<file path="config.mk">
export PLATFORM = sky130hd
export DESIGN_NAME = cpu_glue
export DESIGN_NICKNAME = d
export VERILOG_FILES = /design/src/rtl/glue_pkg.sv /design/src/rtl/glue_addr_hold.sv /design/src/rtl/glue_decode.sv /design/src/rtl/glue_clkdiv.sv /design/src/rtl/glue_rst_stretch.sv /design/src/rtl/cpu_glue.sv
export SDC_FILE = /design/constraint.sdc
export NUM_CORES = 1
export LEC_CHECK = 0
export ABC_CLOCK_PERIOD_IN_PS = 5400
export BUFFER_PORTS_ARGS = -buffer_cell sky130_fd_sc_hd__buf_2
export CORE_MARGIN = 4
export CORE_UTILIZATION = 50
export DETAILED_ROUTE_END_ITERATION = 6
export GPL_ROUTABILITY_DRIVEN = 0
export MAX_ROUTING_LAYER = met4
export PLACE_DENSITY = 0.8
export SYNTH_ARGS = -nofsm -noshare
export SYNTH_HDL_FRONTEND = slang
export SYNTH_SLANG_ARGS = --single-unit
</file>
<file path="constraint.sdc">
create_clock -name clk -period 5.4 [get_ports clk]
set_input_delay 0.54 -clock clk [delete_from_list [all_inputs] [get_ports clk]]
set_output_delay 0.54 -clock clk [all_outputs]
set_load 0.1 [all_outputs]
</file>
<file path="src/rtl/glue_pkg.sv">
// Shared types for the microcontroller support logic.
package glue_pkg;

    // Decode target of the current bus cycle.
    typedef enum logic [1:0] {
        TGT_NONE  = 2'd0,
        TGT_SRAM  = 2'd1,
        TGT_LCD   = 2'd2,
        TGT_STORE = 2'd3
    } target_e;

endpackage

</file>
<file path="src/rtl/glue_addr_hold.sv">
// Low-address capture.
// Registers the bus on every clk edge with ale high and bypasses the bus
// straight to the output while ale is high, so the path looks transparent.
// Assumes ale is high across at least one rising clk edge per address phase.
module glue_addr_hold #(
    parameter int W = 8
) (
    input  logic         clk,
    input  logic         rst_n,
    input  logic [W-1:0] bus,
    input  logic         ale,
    output logic [W-1:0] addr
);

    logic [W-1:0] held_q;

    // Capture the bus while the enable is high; clear on reset.
    always_ff @(posedge clk) begin
        if (!rst_n)
            held_q <= '0;
        else if (ale)
            held_q <= bus;
    end

    // Bypass while open, held byte while closed.
    always_comb begin
        addr = ale ? bus : held_q;
    end

    // a clock edge with the enable high leaves the sampled bus in the register.
    p_capture_r2: assert property (@(posedge clk) disable iff (!rst_n)
        ale |=> (held_q == $past(bus)));

endmodule

</file>
<file path="src/rtl/glue_decode.sv">
// Memory-mapped select decode on two address lines.
// A15 low picks the SRAM; A15 high picks the LCD (A12 low) or the control
// store (A12 high). No select is active unless a read or write strobe is low.
module glue_decode
    import glue_pkg::*;
(
    input  logic a15,
    input  logic a12,
    input  logic rd_n,
    input  logic wr_n,
    output logic sram_ce_n,
    output logic lcd_en,
    output logic store_sel
);

    target_e tgt;
    logic    strobe;

    // Classify the current bus cycle.
    always_comb begin
        strobe = !rd_n || !wr_n;
        tgt    = TGT_NONE;
        if (strobe) begin
            if (!a15)
                tgt = TGT_SRAM;
            else if (a12)
                tgt = TGT_STORE;
            else
                tgt = TGT_LCD;
        end
    end

    // Drive the selects with their own polarities.
    always_comb begin
        sram_ce_n = (tgt != TGT_SRAM);
        lcd_en    = (tgt == TGT_LCD);
        store_sel = (tgt == TGT_STORE);
    end

    // the three selects never overlap, and none is active without a strobe.
    always_comb begin
        p_exclusive_r6: assert ($onehot0({!sram_ce_n, lcd_en, store_sel}));
        p_idle_r6: assert (!(rd_n && wr_n) || (sram_ce_n && !lcd_en && !store_sel));
    end

endmodule

</file>
<file path="src/rtl/glue_clkdiv.sv">
// Even divider of the crystal clock.
// Produces a square CPU clock of clk/DIV and a one-cycle tick in the cycle
// before each rising edge of that clock. Held low in reset. DIV must be even.
module glue_clkdiv #(
    parameter int DIV = 2
) (
    input  logic clk,
    input  logic rst_n,
    output logic div_clk,
    output logic rise_tick
);

    localparam int HALF = DIV / 2;
    localparam int DW   = (HALF > 1) ? $clog2(HALF) : 1;

    logic [DW-1:0] cnt_q;
    logic          last;

    // End of a half period.
    always_comb begin
        last      = (cnt_q == DW'(HALF - 1));
        rise_tick = last && !div_clk;
    end

    // Count half periods and flip the output at the end of each.
    always_ff @(posedge clk) begin
        if (!rst_n) begin
            cnt_q   <= '0;
            div_clk <= 1'b0;
        end else if (last) begin
            cnt_q   <= '0;
            div_clk <= !div_clk;
        end else begin
            cnt_q   <= cnt_q + 1'b1;
        end
    end

    // every tick is followed by a rising output edge.
    p_tick_rise_r7: assert property (@(posedge clk) disable iff (!rst_n)
        rise_tick |=> $rose(div_clk));

endmodule

</file>
<file path="src/rtl/glue_rst_stretch.sv">
// Reset polarity conversion with stretch.
// Holds the active-low output for STRETCH rise ticks of the CPU clock
// after the reset input goes away; any new reset restarts the count.
module glue_rst_stretch #(
    parameter int STRETCH = 4096
) (
    input  logic clk,
    input  logic rst_n,
    input  logic rise_tick,
    output logic out_rst_n
);

    localparam int CW = (STRETCH > 1) ? $clog2(STRETCH) : 1;

    logic [CW-1:0] cnt_q;

    // Count CPU clock rises while the output is still asserted.
    always_ff @(posedge clk) begin
        if (!rst_n) begin
            cnt_q     <= '0;
            out_rst_n <= 1'b0;
        end else if (!out_rst_n && rise_tick) begin
            if (cnt_q == CW'(STRETCH - 1))
                out_rst_n <= 1'b1;
            else
                cnt_q <= cnt_q + 1'b1;
        end
    end

    // a reset input forces the output low one edge later.
    p_force_low_r9: assert property (@(posedge clk)
        !rst_n |=> !out_rst_n);

    // once released, the output stays released.
    p_stay_high_r8: assert property (@(posedge clk) disable iff (!rst_n)
        out_rst_n |=> out_rst_n);

    // release only happens on a CPU clock rise.
    p_release_on_tick_r8: assert property (@(posedge clk) disable iff (!rst_n)
        $rose(out_rst_n) |-> $past(rise_tick));

endmodule

</file>
<file path="src/rtl/cpu_glue.sv">
// Support logic for a microcontroller with a multiplexed bus.
// Combines low-address capture, two-line select decode, CPU clock division
// and a stretched active-low CPU reset. Everything runs on the crystal clock;
// the active-high reset input acts as a synchronous reset internally.
module cpu_glue #(
    parameter int ADDR_W  = 8,
    parameter int CLK_DIV = 2,
    parameter int STRETCH = 4096
) (
    input  logic              clk,
    input  logic              rst_hi,
    input  logic [ADDR_W-1:0] ad_bus,
    input  logic              ale,
    input  logic              a15,
    input  logic              a12,
    input  logic              rd_n,
    input  logic              wr_n,
    output logic [ADDR_W-1:0] addr_lo,
    output logic              sram_ce_n,
    output logic              lcd_en,
    output logic              store_sel,
    output logic              cpu_clk,
    output logic              cpu_rst_n
);

    logic rst_n;
    logic rise_tick;

    // Internal reset in the house polarity.
    always_comb begin
        rst_n = !rst_hi;
    end

    glue_addr_hold #(.W(ADDR_W)) u_hold (
        .clk   (clk),
        .rst_n (rst_n),
        .bus   (ad_bus),
        .ale   (ale),
        .addr  (addr_lo)
    );

    glue_decode u_decode (
        .a15       (a15),
        .a12       (a12),
        .rd_n      (rd_n),
        .wr_n      (wr_n),
        .sram_ce_n (sram_ce_n),
        .lcd_en    (lcd_en),
        .store_sel (store_sel)
    );

    glue_clkdiv #(.DIV(CLK_DIV)) u_div (
        .clk       (clk),
        .rst_n     (rst_n),
        .div_clk   (cpu_clk),
        .rise_tick (rise_tick)
    );

    glue_rst_stretch #(.STRETCH(STRETCH)) u_stretch (
        .clk       (clk),
        .rst_n     (rst_n),
        .rise_tick (rise_tick),
        .out_rst_n (cpu_rst_n)
    );

endmodule

</file>
==> results of run 1 <==
==> sequential cells by signal (all words and copies together), names as in the netlist <==
register	flops
u_stretch.cnt_q	12
u_hold.held_q	8
u_div.cnt_q	1
u_div.div_clk	1
u_stretch.out_rst_n	1
==> cell type report <==
class,instances,area share [%]
Multi-Input combinational cell,81,44.9
Sequential cell,23,38.3
Timing Repair Buffer,27,11.2
Tap cell,27,2.81
Inverter,2,0.624
Clock buffer,4,2.18
==> cells in the mapped netlist, drive strengths merged <==
cell type,n,area share [%]
xor2,1,0.86
a211oi,1,0.74
mux2i,1,0.98
o41ai,1,0.86
inv,2,0.74
nor2b,8,4.9
a31oi,1,0.61
o21ai,4,2.0
or4,5,3.7
nor4,1,1.2
a311oi,1,0.86
and3,2,1.2
nand4,2,1.2
or3b,1,0.86
or3,4,3.4
nand2,7,2.6
nand2b,2,1.2
mux2,8,8.8
a21oi,9,4.4
nor3,3,1.5
nand3,3,1.5
o31ai,4,2.9
dfxtp,23,45
or2,1,0.61
nor4b,1,1.5
nor2,8,2.9
clkbuf,3,1.1
conb,1,0.37
ha,1,1.2
==> cell families (layout without fill, tap and decap cells) <==
logic type	count (synthesis)	after routing	synth area share, %
compound gates	21	21	12.4
xor+xnor	1	1	0.859
mux	9	9	9.82
simple gates	48	48	28.3
other cells	1	1	0.368
fa+ha+maj	1	1	1.23
buf+inv	5	33	1.84
flops	23	23	45.2
==> worst paths after layout <==
kind | endpoint | slack [ps] | cells past startpoint
max reg2reg | u_stretch.cnt_q[10] | 3510 | 5
min reg2reg | u_stretch.cnt_q[11] | 490 | 2
min | u_stretch.cnt_q[11] | 490 | 2
max | addr_lo[1] | 3470 | 3
==> routing by layer <==
metal	routed length (um)	share of wire, %
met4	38	1.9
met5	0	0
met2	1050	52
met1	820	40
met3	124	6.1
==> power by group through the flow <==
| stage | clock (mW) | combinational [mW] | sequential [mW] |
|---|---|---|---|
| 4_1_cts | 0.0804 | 0.0832 | 0.179 |
| 2_1_floorplan | 0 | 0.0638 | 0.188 |
| 3_5_place_dp | 0 | 0.0831 | 0.183 |
| 5_1_grt | 0.0881 | 0.0867 | 0.180 |
| 6_report | 0.0791 | 0.0826 | 0.179 |
| 3_3_place_gp | 0 | 0.0814 | 0.183 |
==> worst max-delay path, stage by stage <==
cell and delay [ps]:
buf_2 190, mux2_2 370, buf_2 290
==> run_summary.xml, run 1 <==
<?xml version="1.0" encoding="UTF-8"?>
<metrics>
  <group name="status">
    <metric name="run_status" unit="">finished clean</metric>
  </group>
  <group name="timing">
    <metric name="setup-tns-final" unit="ps">0</metric>
    <metric name="report.final.setup_viol" unit="">0</metric>
    <metric name="rsz0062_at_grt" unit="">false</metric>
    <metric name="timing.max_slew.rel_slack" unit="%">55.5</metric>
    <metric name="worst_slew_pin_slew" unit="ps">662</metric>
    <metric name="postLayoutSetupSlackWorst" unit="ps">3470</metric>
    <metric name="finalCriticalPeriod" unit="ps">1930</metric>
    <metric name="holdWs" unit="ps">488</metric>
    <metric name="min_period_over_period" unit="%">35.8</metric>
    <metric name="timing.final.max_slew_violations" unit="">0</metric>
    <metric name="maxClockFrequency" unit="MHz">518</metric>
    <metric name="fin_worst_skew" unit="ps">8.70</metric>
    <metric name="hold_viol_final" unit="">0</metric>
  </group>
  <group name="critical_path">
    <metric name="worst-path-max-fanout" unit="">8</metric>
    <metric name="wp_data_required" unit="ps">4860</metric>
    <metric name="startpoint_of_the_worst_register_to_register_path" unit="">u_stretch.cnt_q[0]</metric>
    <metric name="worst_ep_arrival_time" unit="ps">1390</metric>
    <metric name="critical_path_source" unit="">ale</metric>
    <metric name="critical_path_type" unit="">input pin to primary output</metric>
    <metric name="cp_capture_type" unit="">primary output</metric>
    <metric name="startpoint_type" unit="">input pin</metric>
  </group>
  <group name="cts">
    <metric name="postCtsSetupBuffers" unit="">0</metric>
    <metric name="postCtsResizedCells" unit="">0</metric>
    <metric name="clock_insertion_delay_worst_skew" unit="ps">310</metric>
    <metric name="numClockSinks" unit="">23</metric>
    <metric name="clock-root-buffer" unit="">clkbuf_4</metric>
    <metric name="cts_inserted_buffers" unit="">3</metric>
    <metric name="cts_tree" unit="">done</metric>
    <metric name="hold_buffers" unit="">0</metric>
    <metric name="clk_pin_slew_worst_paths" unit="ps">110</metric>
    <metric name="cts-htree-levels" unit="">1</metric>
    <metric name="cts_buffer_depth" unit="">2</metric>
  </group>
  <group name="placement">
    <metric name="place_inst" unit="">160</metric>
    <metric name="place_hpwl" unit="um">1520</metric>
    <metric name="dp_slack" unit="ps">3470</metric>
    <metric name="buffer_ports.inserted" unit="">27</metric>
    <metric name="placedInstanceArea" unit="um2">1180</metric>
  </group>
  <group name="cells_and_area">
    <metric name="diodes" unit="">0</metric>
    <metric name="finalCoreUtilization" unit="%">62.0</metric>
    <metric name="layout_commonest_cell" unit="">buf_2</metric>
    <metric name="layout_common_cells" unit="">buf_2, dfxtp_1, a21oi_1</metric>
    <metric name="post-route-cell-area" unit="um2">1200</metric>
    <metric name="layout.nets" unit="">154</metric>
    <metric name="areaGrowthSynthToFinish" unit="%">18.0</metric>
    <metric name="seq_cell_area" unit="um2">460</metric>
    <metric name="post_layout_nonfiller_instances" unit="">164</metric>
    <metric name="drive_above_1_share" unit="%">30.7</metric>
    <metric name="multi_input_area" unit="um2">541</metric>
    <metric name="n_fill_cell" unit="">179</metric>
  </group>
  <group name="floorplan">
    <metric name="starting_density_of_the_core" unit="%">52.5</metric>
    <metric name="core_area" unit="um2">1940</metric>
    <metric name="fp.dieArea" unit="um2">2830</metric>
    <metric name="die_y" unit="um">53.2</metric>
    <metric name="placementRows" unit="">16</metric>
    <metric name="die-width" unit="um">53.2</metric>
    <metric name="num_io_pins" unit="">28</metric>
  </group>
  <group name="grt">
    <metric name="antenna_found_initial" unit="">0</metric>
    <metric name="busiest_layer" unit="">met2</metric>
    <metric name="global_route.usage.met3" unit="%">2.54</metric>
    <metric name="grt_total_usage" unit="%">16.6</metric>
    <metric name="grt_pass1_wl" unit="um">3400</metric>
    <metric name="grt_pass1_vias" unit="">858</metric>
    <metric name="grt_util_met1" unit="%">16.6</metric>
    <metric name="grt_remaining_overflow" unit="">0</metric>
    <metric name="global_route.usage.met2" unit="%">30.8</metric>
    <metric name="grt_start_max_net_pins" unit="">23</metric>
  </group>
  <group name="logic_synthesis">
    <metric name="yosys_warnings" unit="">0</metric>
    <metric name="synth-seq-cells" unit="">23</metric>
    <metric name="netlist_instances" unit="">109</metric>
    <metric name="netlist_area" unit="um2">1020</metric>
    <metric name="syn_avg_cell_area" unit="um2">9.36</metric>
    <metric name="postSynthNetCount" unit="">125</metric>
    <metric name="synthDistinctLibCells" unit="">31</metric>
    <metric name="synth_sequential_area_ratio" unit="%">45.2</metric>
  </group>
  <group name="detailed_routing">
    <metric name="route.vias.total" unit="">907</metric>
    <metric name="post_drt_wl_per_cell" unit="um">12.4</metric>
    <metric name="drtIter0Drc" unit="">8</metric>
    <metric name="postRouteAntennaNets" unit="">0</metric>
    <metric name="drt_pre_antenna_iters" unit="">4</metric>
    <metric name="ratio_of_routed_vias_to_standard_cells" unit="">5.53</metric>
    <metric name="post-route-drc-count" unit="">0</metric>
    <metric name="totalWireLength" unit="um">2030</metric>
  </group>
  <group name="min_path">
    <metric name="min_from" unit="">u_stretch.cnt_q[11]</metric>
    <metric name="worstHoldPathType" unit="">register to register</metric>
  </group>
  <group name="power">
    <metric name="combPwrFrac" unit="%">24.2</metric>
    <metric name="vdd_ir_drop_max" unit="mV">0.172</metric>
    <metric name="power_frac_seq" unit="%">52.6</metric>
    <metric name="internal_power" unit="uW">223</metric>
    <metric name="total_power" unit="uW">341</metric>
    <metric name="clockPowerShare" unit="%">23.2</metric>
    <metric name="power_leakage" unit="nW">0.471</metric>
    <metric name="total_net_switching_power" unit="uW">118</metric>
    <metric name="switching_power_as_a_share_of_total_power" unit="%">34.6</metric>
    <metric name="power_per_cell_area" unit="nW/um2">283</metric>
  </group>
  <group name="run">
    <metric name="drv_cap" unit="">0</metric>
  </group>
</metrics>
(Power assumes the default switching activity.)
==> run 2: changes to the inputs <==
--- a/config.mk
+++ b/config.mk
@@ -5,14 +5,14 @@
 export SDC_FILE = /design/constraint.sdc
 export NUM_CORES = 1
 export LEC_CHECK = 0
-export ABC_CLOCK_PERIOD_IN_PS = 5400
+export ABC_CLOCK_PERIOD_IN_PS = 1700
 export BUFFER_PORTS_ARGS = -buffer_cell sky130_fd_sc_hd__buf_2
 export CORE_MARGIN = 4
-export CORE_UTILIZATION = 50
+export CORE_UTILIZATION = 45
 export DETAILED_ROUTE_END_ITERATION = 6
 export GPL_ROUTABILITY_DRIVEN = 0
 export MAX_ROUTING_LAYER = met4
-export PLACE_DENSITY = 0.8
+export PLACE_DENSITY = 0.76
 export SYNTH_ARGS = -nofsm -noshare
 export SYNTH_HDL_FRONTEND = slang
 export SYNTH_SLANG_ARGS = --single-unit
==> constraint.sdc (replaced) <==
create_clock -name clk -period 1.7 [get_ports clk]
set_input_delay 0.17 -clock clk [delete_from_list [all_inputs] [get_ports clk]]
set_output_delay 0.17 -clock clk [all_outputs]
set_load 0.1 [all_outputs]
==> run 2 against run 1 <==
Against the previous run:
- the run now ends with negative setup slack left
- combinational power grew to 3.4 times the previous value
- sequential share of layout area is 2.3 points lower
- count of clock-buffer cells in the layout stayed put
- routed wire length is 8.1% higher
- final cell count is 6.1% higher
==> run_summary.xml, run 2 (synthesized netlist as in run 1, its figures left out) <==
<?xml version="1.0" encoding="UTF-8"?>
<metrics>
  <group name="cells_and_area">
    <metric name="reg.largest.list" unit="">u_stretch.cnt_q: 12 flops, u_hold.held_q: 8 flops</metric>
    <metric name="layout.nets" unit="">164</metric>
    <metric name="top_register" unit="">u_stretch.cnt_q</metric>
    <metric name="layout_common_cells" unit="">buf_2, dfxtp_1, buf_4</metric>
    <metric name="flip_flop_count_of_the_largest_register_after_layout" unit="">12</metric>
    <metric name="post_layout_nonfiller_instances" unit="">174</metric>
    <metric name="areaGrowthSynthToFinish" unit="%">29.0</metric>
    <metric name="finalCoreUtilization" unit="%">63.8</metric>
    <metric name="n_fill_cell" unit="">180</metric>
    <metric name="diodes" unit="">0</metric>
    <metric name="layout_commonest_cell" unit="">buf_2</metric>
    <metric name="post-route-cell-area" unit="um2">1320</metric>
    <metric name="drive_above_1_share" unit="%">42.9</metric>
  </group>
  <group name="placement">
    <metric name="dp_slack" unit="ps">-0.228</metric>
    <metric name="place_inst" unit="">168</metric>
    <metric name="placedInstanceArea" unit="um2">1250</metric>
    <metric name="buffer_ports.inserted" unit="">27</metric>
    <metric name="place_hpwl" unit="um">1580</metric>
  </group>
  <group name="power">
    <metric name="total_power" unit="mW">1.09</metric>
    <metric name="power_frac_seq" unit="%">51.7</metric>
    <metric name="power_per_cell_area" unit="nW/um2">831</metric>
    <metric name="internal_power" unit="uW">721</metric>
    <metric name="vdd_ir_drop_max" unit="mV">0.494</metric>
    <metric name="combPwrFrac" unit="%">26.0</metric>
    <metric name="clockPowerShare" unit="%">22.3</metric>
    <metric name="power_leakage" unit="nW">0.523</metric>
    <metric name="total_net_switching_power" unit="uW">372</metric>
    <metric name="switching_power_as_a_share_of_total_power" unit="%">34.1</metric>
  </group>
  <group name="critical_path">
    <metric name="worst_ep_arrival_time" unit="ps">1950</metric>
    <metric name="timing.critical_path.cells" unit="">or3_4 -&gt; or3_4 -&gt; or4_4 -&gt; a21oi_2</metric>
    <metric name="cp_most_frequent_cell" unit="">or3_4</metric>
    <metric name="cp_capture_type" unit="">register</metric>
    <metric name="max_stage_delay" unit="ps">420</metric>
    <metric name="worst-path-max-fanout" unit="">6</metric>
    <metric name="critical_path_type" unit="">register to register</metric>
    <metric name="r2r.worst_path.cells" unit="">4</metric>
    <metric name="critical_path_cell_count" unit="">4</metric>
    <metric name="critical-path-slowest-cell" unit="">or4_4</metric>
    <metric name="wp_data_required" unit="ps">1940</metric>
    <metric name="critPathTopFamily" unit="">simple AND/OR/NAND/NOR gates</metric>
    <metric name="critPathBufInv" unit="">0</metric>
    <metric name="startpoint_type" unit="">register</metric>
  </group>
  <group name="grt">
    <metric name="grt_pass1_vias" unit="">862</metric>
    <metric name="busiest_layer" unit="">met2</metric>
    <metric name="grt_pass1_wl" unit="um">3650</metric>
    <metric name="antenna_found_initial" unit="">0</metric>
    <metric name="grt_remaining_overflow" unit="">0</metric>
    <metric name="global_route.usage.met3" unit="%">3.94</metric>
    <metric name="grt_total_usage" unit="%">14.8</metric>
    <metric name="grt_start_max_net_pins" unit="">23</metric>
    <metric name="grt_util_met1" unit="%">15.6</metric>
    <metric name="global_route.usage.met2" unit="%">25.5</metric>
  </group>
  <group name="timing">
    <metric name="maxClockFrequency" unit="MHz">585</metric>
    <metric name="hold_viol_final" unit="">0</metric>
    <metric name="timing.final.max_slew_violations" unit="">0</metric>
    <metric name="fin_worst_skew" unit="ps">6.61</metric>
    <metric name="finalCriticalPeriod" unit="ps">1710</metric>
    <metric name="holdWs" unit="ps">214</metric>
    <metric name="report.final.setup_viol" unit="">1</metric>
    <metric name="postLayoutSetupSlackWorst" unit="ps">-8.49</metric>
    <metric name="setup-tns-final" unit="ps">-8.49</metric>
    <metric name="min_period_over_period" unit="%">100</metric>
    <metric name="rsz0062_at_grt" unit="">true</metric>
  </group>
  <group name="cts">
    <metric name="clock_insertion_delay_worst_skew" unit="ps">300</metric>
    <metric name="numClockSinks" unit="">23</metric>
    <metric name="cts_inserted_buffers" unit="">3</metric>
    <metric name="clock-root-buffer" unit="">clkbuf_4</metric>
    <metric name="cts_tree" unit="">done</metric>
    <metric name="clk_pin_slew_worst_paths" unit="ps">120</metric>
    <metric name="cts-htree-levels" unit="">1</metric>
    <metric name="cts_buffer_depth" unit="">2</metric>
  </group>
  <group name="floorplan">
    <metric name="core_area" unit="um2">2060</metric>
    <metric name="die-width" unit="um">55.6</metric>
    <metric name="fp.dieArea" unit="um2">3090</metric>
    <metric name="die_y" unit="um">55.6</metric>
    <metric name="starting_density_of_the_core" unit="%">49.5</metric>
    <metric name="placementRows" unit="">16</metric>
    <metric name="num_io_pins" unit="">28</metric>
  </group>
  <group name="detailed_routing">
    <metric name="post-route-drc-count" unit="">0</metric>
    <metric name="ratio_of_routed_vias_to_standard_cells" unit="">5.35</metric>
    <metric name="drt_pre_antenna_iters" unit="">4</metric>
    <metric name="route.vias.total" unit="">931</metric>
    <metric name="totalWireLength" unit="um">2200</metric>
    <metric name="post_drt_wl_per_cell" unit="um">12.6</metric>
    <metric name="postRouteAntennaNets" unit="">0</metric>
    <metric name="drtIter0Drc" unit="">20</metric>
  </group>
  <group name="status">
    <metric name="run_status" unit="">complete, but fails checks</metric>
    <metric name="failed_checks" unit="">negative setup slack</metric>
  </group>
  <group name="run">
    <metric name="drv_cap" unit="">0</metric>
  </group>
  <group name="min_path">
    <metric name="whs_path_depth" unit="">3</metric>
    <metric name="worstHoldPathType" unit="">input pin to register</metric>
  </group>
</metrics>
run 2: routing by layer:
layer / share of wire [%] / vias up / wire length (um)
met5: 0 / - / 0
met4: 0.68 / 0 / 15
met3: 7.6 / 2 / 166
met2: 49 / 28 / 1090
met1: 42 / 427 / 927
li1: - / 474 / -
run 2: layout make-up:
class / count / area [um2] / share of cell area [%]
clock buffer: 4 / 26.3 / 2.00
inverter: 2 / 7.51 / 0.571
multi-input combinational: 81 / 564 / 42.9
sequential: 23 / 473 / 36.0
tap: 27 / 33.8 / 2.57
timing repair buffer: 37 / 210 / 16.0
run 2: path summary, 6_finish.rpt:
path	slack [ps]	start	to
max	-8	u_div.div_clk	u_stretch.cnt_q[11]
min reg2reg	490	u_stretch.cnt_q[4]	u_stretch.cnt_q[4]
max reg2reg	-8	u_div.div_clk	u_stretch.cnt_q[11]
min	210	ad_bus[7]	u_hold.held_q[7]
run 2: worst register-to-register path, cell delays in order, from the launching register on:
cell,delay [ps]
dfxtp_4,360
or3_4,370
or3_4,370
or4_4,420
a21oi_2,130
run 2: power by group through the flow:
stage	clock [mW]	combinational [mW]	sequential, mW
after floorplan	0	0.203	0.596
after global placement	0	0.269	0.577
after detailed placement	0	0.274	0.579
after CTS	0.255	0.281	0.564
after global routing	0.277	0.299	0.567
final	0.244	0.284	0.565
run 2: timing repair:
action	4_1_cts	5_1_grt
resized for setup	2	7
setup buffers	1	1
hold buffers	0	0
pin swaps	0	3
endpoints found under the setup margin	2	4
